$ cat src/rtl/ident_div_pkg.sv
package ident_div_pkg;

    localparam int DIV_RATIO_DEF   = 20;
    localparam int IDENT_DIVS_DEF  = 100;
    localparam int LOCK_EDGES_DEF  = 4;
    localparam int SYNC_STAGES_DEF = 2;

    typedef enum logic [1:0] {
        EDGE_NONE,
        EDGE_LOAD,
        EDGE_GOOD,
        EDGE_BAD
    } edge_kind_e;

    typedef struct packed {
        logic aligned;
        logic locked;
        logic misaligned;
        logic missing;
    } div_status_t;

    function automatic edge_kind_e classify_edge(
        input logic rise,
        input logic aligned,
        input logic pending,
        input logic at_wrap
    );
        if (!rise)                 return EDGE_NONE;
        if (!aligned || pending)   return EDGE_LOAD;
        if (at_wrap)               return EDGE_GOOD;
        return EDGE_BAD;
    endfunction

endpackage

$ cat src/rtl/ident_sync_edge.sv
module ident_sync_edge #(
    parameter int STAGES = ident_div_pkg::SYNC_STAGES_DEF
) (
    input  logic clk,
    input  logic rst,
    input  logic async_i,
    output logic rise_o
);
    logic [STAGES-1:0] sync_q;
    logic              prev_q;

    always_ff @(posedge clk) begin
        if (rst) begin
            sync_q <= '0;
            prev_q <= 1'b0;
        end else begin
            sync_q <= {sync_q[STAGES-2:0], async_i};
            prev_q <= sync_q[STAGES-1];
        end
    end

    assign rise_o = sync_q[STAGES-1] & ~prev_q;
endmodule

$ cat src/rtl/div_phase_counter.sv
module div_phase_counter #(
    parameter int DIV_RATIO = ident_div_pkg::DIV_RATIO_DEF,
    localparam int CNT_W    = $clog2(DIV_RATIO),
    localparam int HALF     = DIV_RATIO / 2
) (
    input  logic             clk,
    input  logic             rst,
    input  logic             run,
    input  logic             load,
    output logic [CNT_W-1:0] cnt_o,
    output logic             wrap_o,
    output logic             ref_o
);
    localparam logic [CNT_W-1:0] LAST_C = CNT_W'(DIV_RATIO - 1);
    localparam logic [CNT_W-1:0] HALF_C = CNT_W'(HALF);

    logic [CNT_W-1:0] cnt_q;
    logic [CNT_W-1:0] cnt_next;
    logic             ref_q;

    assign wrap_o   = (cnt_q == LAST_C);
    assign cnt_next = wrap_o ? '0 : cnt_q + 1'b1;

    always_ff @(posedge clk) begin
        if (rst) begin
            cnt_q <= '0;
            ref_q <= 1'b0;
        end else if (load) begin
            cnt_q <= '0;
            ref_q <= 1'b1;
        end else if (run) begin
            cnt_q <= cnt_next;
            ref_q <= (cnt_next < HALF_C);
        end
    end

    assign cnt_o = cnt_q;
    assign ref_o = ref_q;
endmodule

$ cat src/rtl/ident_lock_monitor.sv
module ident_lock_monitor
    import ident_div_pkg::*;
#(
    parameter int DIV_RATIO  = DIV_RATIO_DEF,
    parameter int IDENT_DIVS = IDENT_DIVS_DEF,
    parameter int LOCK_EDGES = LOCK_EDGES_DEF,
    localparam int TIMEOUT   = DIV_RATIO * IDENT_DIVS + DIV_RATIO,
    localparam int WATCH_W   = $clog2(TIMEOUT + 1),
    localparam int GOOD_W    = $clog2(LOCK_EDGES + 1)
) (
    input  logic        clk,
    input  logic        rst,
    input  logic        rise,
    input  logic        at_wrap,
    input  logic        realign_req,
    output logic        load_o,
    output div_status_t status_o
);
    localparam logic [WATCH_W-1:0] WATCH_MAX = WATCH_W'(TIMEOUT - 1);
    localparam logic [GOOD_W-1:0]  GOOD_MAX  = GOOD_W'(LOCK_EDGES);
    localparam logic [GOOD_W-1:0]  GOOD_LAST = GOOD_W'(LOCK_EDGES - 1);

    div_status_t        st_q;
    logic               pend_q;
    logic [WATCH_W-1:0] watch_q;
    logic [GOOD_W-1:0]  good_q;
    edge_kind_e         kind;

    assign kind   = classify_edge(rise, st_q.aligned, pend_q, at_wrap);
    assign load_o = (kind == EDGE_LOAD);

    always_ff @(posedge clk) begin
        if (rst) begin
            st_q    <= '0;
            pend_q  <= 1'b0;
            watch_q <= '0;
            good_q  <= '0;
        end else begin
            if (realign_req && st_q.aligned) pend_q <= 1'b1;
            unique case (kind)
                EDGE_LOAD: begin
                    st_q.aligned    <= 1'b1;
                    st_q.locked     <= 1'b0;
                    st_q.misaligned <= 1'b0;
                    st_q.missing    <= 1'b0;
                    pend_q          <= 1'b0;
                    watch_q         <= '0;
                    good_q          <= '0;
                end
                EDGE_GOOD: begin
                    watch_q <= '0;
                    if (good_q < GOOD_MAX)   good_q      <= good_q + 1'b1;
                    if (good_q >= GOOD_LAST) st_q.locked <= 1'b1;
                end
                EDGE_BAD: begin
                    watch_q         <= '0;
                    good_q          <= '0;
                    st_q.locked     <= 1'b0;
                    st_q.misaligned <= 1'b1;
                end
                default: begin
                    if (st_q.aligned) begin
                        if (watch_q == WATCH_MAX) begin
                            st_q.missing <= 1'b1;
                            st_q.locked  <= 1'b0;
                            good_q       <= '0;
                        end else begin
                            watch_q <= watch_q + 1'b1;
                        end
                    end
                end
            endcase
        end
    end

    assign status_o = st_q;
endmodule

$ cat src/rtl/ident_clk_divider.sv
module ident_clk_divider
    import ident_div_pkg::*;
#(
    parameter int DIV_RATIO   = DIV_RATIO_DEF,
    parameter int IDENT_DIVS  = IDENT_DIVS_DEF,
    parameter int LOCK_EDGES  = LOCK_EDGES_DEF,
    parameter int SYNC_STAGES = SYNC_STAGES_DEF,
    localparam int CNT_W      = $clog2(DIV_RATIO)
) (
    input  logic clk,
    input  logic rst,
    input  logic ident_i,
    input  logic realign_i,
    output logic ref_o,
    output logic lock_o,
    output logic misalign_o,
    output logic missing_o
);
    logic             ident_rise;
    logic             edge_load;
    logic             at_wrap;
    logic             aligned;
    logic [CNT_W-1:0] phase_cnt;
    div_status_t      status;

    ident_sync_edge #(.STAGES(SYNC_STAGES)) u_sync (
        .clk     (clk),
        .rst     (rst),
        .async_i (ident_i),
        .rise_o  (ident_rise)
    );

    ident_lock_monitor #(
        .DIV_RATIO  (DIV_RATIO),
        .IDENT_DIVS (IDENT_DIVS),
        .LOCK_EDGES (LOCK_EDGES)
    ) u_mon (
        .clk         (clk),
        .rst         (rst),
        .rise        (ident_rise),
        .at_wrap     (at_wrap),
        .realign_req (realign_i),
        .load_o      (edge_load),
        .status_o    (status)
    );

    assign aligned = status.aligned;

    div_phase_counter #(.DIV_RATIO(DIV_RATIO)) u_cnt (
        .clk    (clk),
        .rst    (rst),
        .run    (aligned),
        .load   (edge_load),
        .cnt_o  (phase_cnt),
        .wrap_o (at_wrap),
        .ref_o  (ref_o)
    );

    assign lock_o     = status.locked;
    assign misalign_o = status.misaligned;
    assign missing_o  = status.missing;
endmodule

$ cat config.mk
export PLATFORM = sky130hd
export DESIGN_NAME = ident_clk_divider
export DESIGN_NICKNAME = d
export VERILOG_FILES = /design/src/rtl/ident_div_pkg.sv /design/src/rtl/ident_sync_edge.sv /design/src/rtl/div_phase_counter.sv /design/src/rtl/ident_lock_monitor.sv /design/src/rtl/ident_clk_divider.sv
export SDC_FILE = /design/constraint.sdc
export NUM_CORES = 1
export LEC_CHECK = 0
export BUFFER_PORTS_ARGS = -buffer_cell sky130_fd_sc_hd__buf_2
export CAP_MARGIN = 20
export CORE_ASPECT_RATIO = 1.75
export CORE_MARGIN = 5
export CORE_UTILIZATION = 44
export DETAILED_ROUTE_END_ITERATION = 7
export PLACE_DENSITY = 0.66
export SLEW_MARGIN = 10
export SYNTH_ARGS = -nofsm -noshare
export SYNTH_HDL_FRONTEND = slang
export SYNTH_SLANG_ARGS = --single-unit
$ cat constraint.sdc
create_clock -name clk -period 4.35 [get_ports clk]
set_input_delay 0.435 -clock clk [delete_from_list [all_inputs] [get_ports clk]]
set_output_delay 0.435 -clock clk [all_outputs]
set_load 0.01 [all_outputs]
==> impl_metrics.env <==
export IMPL_status="complete, no violations"
export IMPL_synthDistinctLibCells=41
export IMPL_clk_pin_slew_worst_paths_ns=0.10
export IMPL_htreeDepth=1
export IMPL_fin_area_um2=1483
export IMPL_maxSlewViolCount=0
export IMPL_fmax_mhz=639.7
export IMPL_synthCells=150
export IMPL_cts_resized=0
export IMPL_routed_wl_um=2507
export IMPL_tightestPinTransition_ns=0.3906
export IMPL_setup_viol_count_final=0
export IMPL_reg2reg_slack_ns=2.79
export IMPL_powerDensity_nw_per_um2=330.2
export IMPL_grtUsageTotal=0.1228
export IMPL_slowest_delay_ns=0.42
export IMPL_rows=26
export IMPL_postRouteAntennaNets=0
export IMPL_skew_ns=0.009526
export IMPL_cp_required_ns=4.54
export IMPL_r2r_start="u_cnt.cnt_o[0]"
export IMPL_synth_area_um2=1361
export IMPL_synthArstFlopShare=0
export IMPL_reg2reg_to="u_mon.good_q[0]"
export IMPL_vias=1042
export IMPL_grt_first_pass_wirelength_um=4222
export IMPL_pre_cts_slack_ns=2.791
export IMPL_postSynthAreaPerCell_um2=9.075
export IMPL_ys_flop_type="dfxtp_1"
export IMPL_antenna_diode_count=0
export IMPL_routabilityCongestion=0.8081
export IMPL_cts_max_path_buffers=2
export IMPL_yosysTopAreaCell="dfxtp_1"
export IMPL_initial_core_util=0.4598
export IMPL_seq_area_frac_synth=0.4118
export IMPL_insertion_delay_ns=0.27
export IMPL_drt_pre_antenna_iters=4
export IMPL_crit_path_top_delay_cell="dfxtp_1"
export IMPL_hpwlAfterDp_um=1868
export IMPL_clock_sinks=28
export IMPL_fin_crit_sh=0.3594
export IMPL_wl_met2_um=1258
export IMPL_drc_errors=0
export IMPL_top_level_ports=8
export IMPL_dpl_cell_area_um2=1411
export IMPL_dieHeight_um=83.58
export IMPL_reg2reg_depth=5
export IMPL_synth_commonest_cells="28 x dfxtp_1, 19 x nor2_1, 13 x a21oi_1"
export IMPL_maxCapViolCount=0
export IMPL_fin_crit_ns=1.563
export IMPL_routed_wl_met3_um=41
export IMPL_port_buffers=7
export IMPL_relSlewSlack=0.7328
export IMPL_routed_top_layer="met4"
export IMPL_cp_endpoint="u_mon.good_q[0]"
export IMPL_crit_type="reg2reg"
export IMPL_synthToLayoutAreaGrowth_pct=8.915
export IMPL_synth_top_area_share=0.4118
export IMPL_grt_max_degree=17
export IMPL_synthTopCellsByArea="dfxtp_1 41%, nor2_1 5.2%, a21oi_1 4.8%"
export IMPL_ys_warn_count=0
export IMPL_antenna_found_initial=0
export IMPL_hp_class="in2reg"
export IMPL_cts_inserted_buffers=3
export IMPL_wire_per_inst_um=12.73
export IMPL_fin_setup_tns_ns=0
export IMPL_p_leak_nw=0.5135
export IMPL_gr_total_overflow=0
export IMPL_die_area_um2=4350
export IMPL_final_hold_violation_count=0
export IMPL_fin_ws_ns=2.787
export IMPL_yosysMostFrequentCell="dfxtp_1"
export IMPL_cts_setup_buffers=0
export IMPL_routed_via_density=5.289
export IMPL_drtIter0Drc=21
export IMPL_synth_edff_count=0
export IMPL_nets=164
export IMPL_grt_pass1_vias=975
export IMPL_max_vdd_ir_drop_uv=270.8
export IMPL_path_max_fanout=6
export IMPL_synth_nets=158
export IMPL_startpoint="u_cnt.cnt_o[0]"
export IMPL_root_buffer="clkbuf_8"
export IMPL_cp_end_kind="flip-flop"
export IMPL_crit_arrival_ns=1.76
export IMPL_worstSetupStartpointType="flip-flop"
export IMPL_met1_length_um=1179
export IMPL_ys_ff_latch=28
export IMPL_drive_gt1_frac=0.1290
export IMPL_coreArea_um2=2960
export IMPL_power_mw=0.4896
export IMPL_cts_tree="built"
export IMPL_rsz0062_at_grt="false"
export IMPL_ctsHoldBuffers=0
export IMPL_cp_cell_sequence="ha_1 > nand4bb_4 > nor2_1 > nand2_1 > a311oi_2"
export IMPL_fp_dieW_um=52.05
==> per-layer routing <==
metal / vias up / track usage
met5: - / 0
met4: 0 / 0.05012
met3: 2 / 0.02147
met2: 6 / 0.2096
met1: 487 / 0.1451
li1: 547 / -
==> cell usage in the layout (no fill, tap or decap), types with 2 or more instances in the layout <==
cell / n
a211oi_2: 2
a21oi_1: 13
buf_2: 7
clkbuf_8: 3
dfxtp_1: 28
ha_1: 4
inv_1: 4
nand2_1: 9
nand2b_1: 3
nand3_1: 4
nand4_1: 6
nor2_1: 19
nor2b_1: 5
nor3_1: 3
o21a_1: 2
o21ai_0: 10
or3_1: 3
xnor2_1: 2
xor2_1: 7
==> sequential cells by signal (all words and copies together) (netlist names) <==
register        cells
u_mon.good_q        3
u_mon.watch_q      11
u_mon.status_o      4
u_sync.sync_q       2
u_cnt.ref_o         1
u_sync.prev_q       1
u_cnt.cnt_o         5
u_mon.pend_q        1
==> metrics by stage <==
step                      instances  hold slack (ns)  utilization
after floorplan                 150           0.4138            -
after global placement          193           0.4163       0.4768
after detailed placement        193           0.4285       0.4768
after CTS                       197           0.3681       0.5008
after global routing            197           0.3582       0.5008
final                           197           0.3704       0.5008
==> power by group <==
group          internal [mW]  switching [mW]  leakage, nW
Sequential             0.261         0.00506        0.227
Combinational        0.00897          0.0127        0.251
Clock                  0.123          0.0789       0.0357
==> final cells by class <==
| class | instances | area [um^2] |
|---|---|---|
| Inverter | 4 | 15.01 |
| Fill cell | 262 | 1478 |
| Sequential cell | 28 | 560.5 |
| Tap cell | 42 | 52.55 |
| Clock inverter | 1 | 30.03 |
| Multi-Input combinational cell | 112 | 748.2 |
| Timing Repair Buffer | 7 | 35.03 |
| Clock buffer | 3 | 41.29 |
==> cell families (layout without fill, tap and decap cells) <==
group	count (synthesis)	count (layout)	synth area share
mux	1	1	0.007353
compound gates	34	34	0.1664
xor+xnor	9	9	0.05791
flops	28	28	0.4118
simple gates	64	64	0.2813
fa+ha+maj	4	4	0.03677
buf+inv	10	15	0.03860
==> critical path: cells and delay by family, from the launching register on <==
kind | cells | cell delay (ns)
AO/OA/AOI/OAI | 1 | 0.26
AND/OR/NAND/NOR | 3 | 0.49
flip-flops | 1 | 0.42
adder cells (fa/ha/maj) | 1 | 0.32
==> how the worst min path moves through the flow <==
stage / startpoint / endpoint / slack [ns] / depth (start not counted)
after detailed placement: u_sync.sync_q[0] / u_sync.sync_q[1] / 0.43 / 1
after floorplan: u_sync.sync_q[0] / u_sync.sync_q[1] / 0.41 / 1
final: ident_i / u_sync.sync_q[0] / 0.37 / 2
after global routing: ident_i / u_sync.sync_q[0] / 0.36 / 2
after global placement: u_sync.sync_q[0] / u_sync.sync_q[1] / 0.42 / 1
after CTS: ident_i / u_sync.sync_q[0] / 0.37 / 2
No activity file was read; power rests on OpenSTA's default activity.
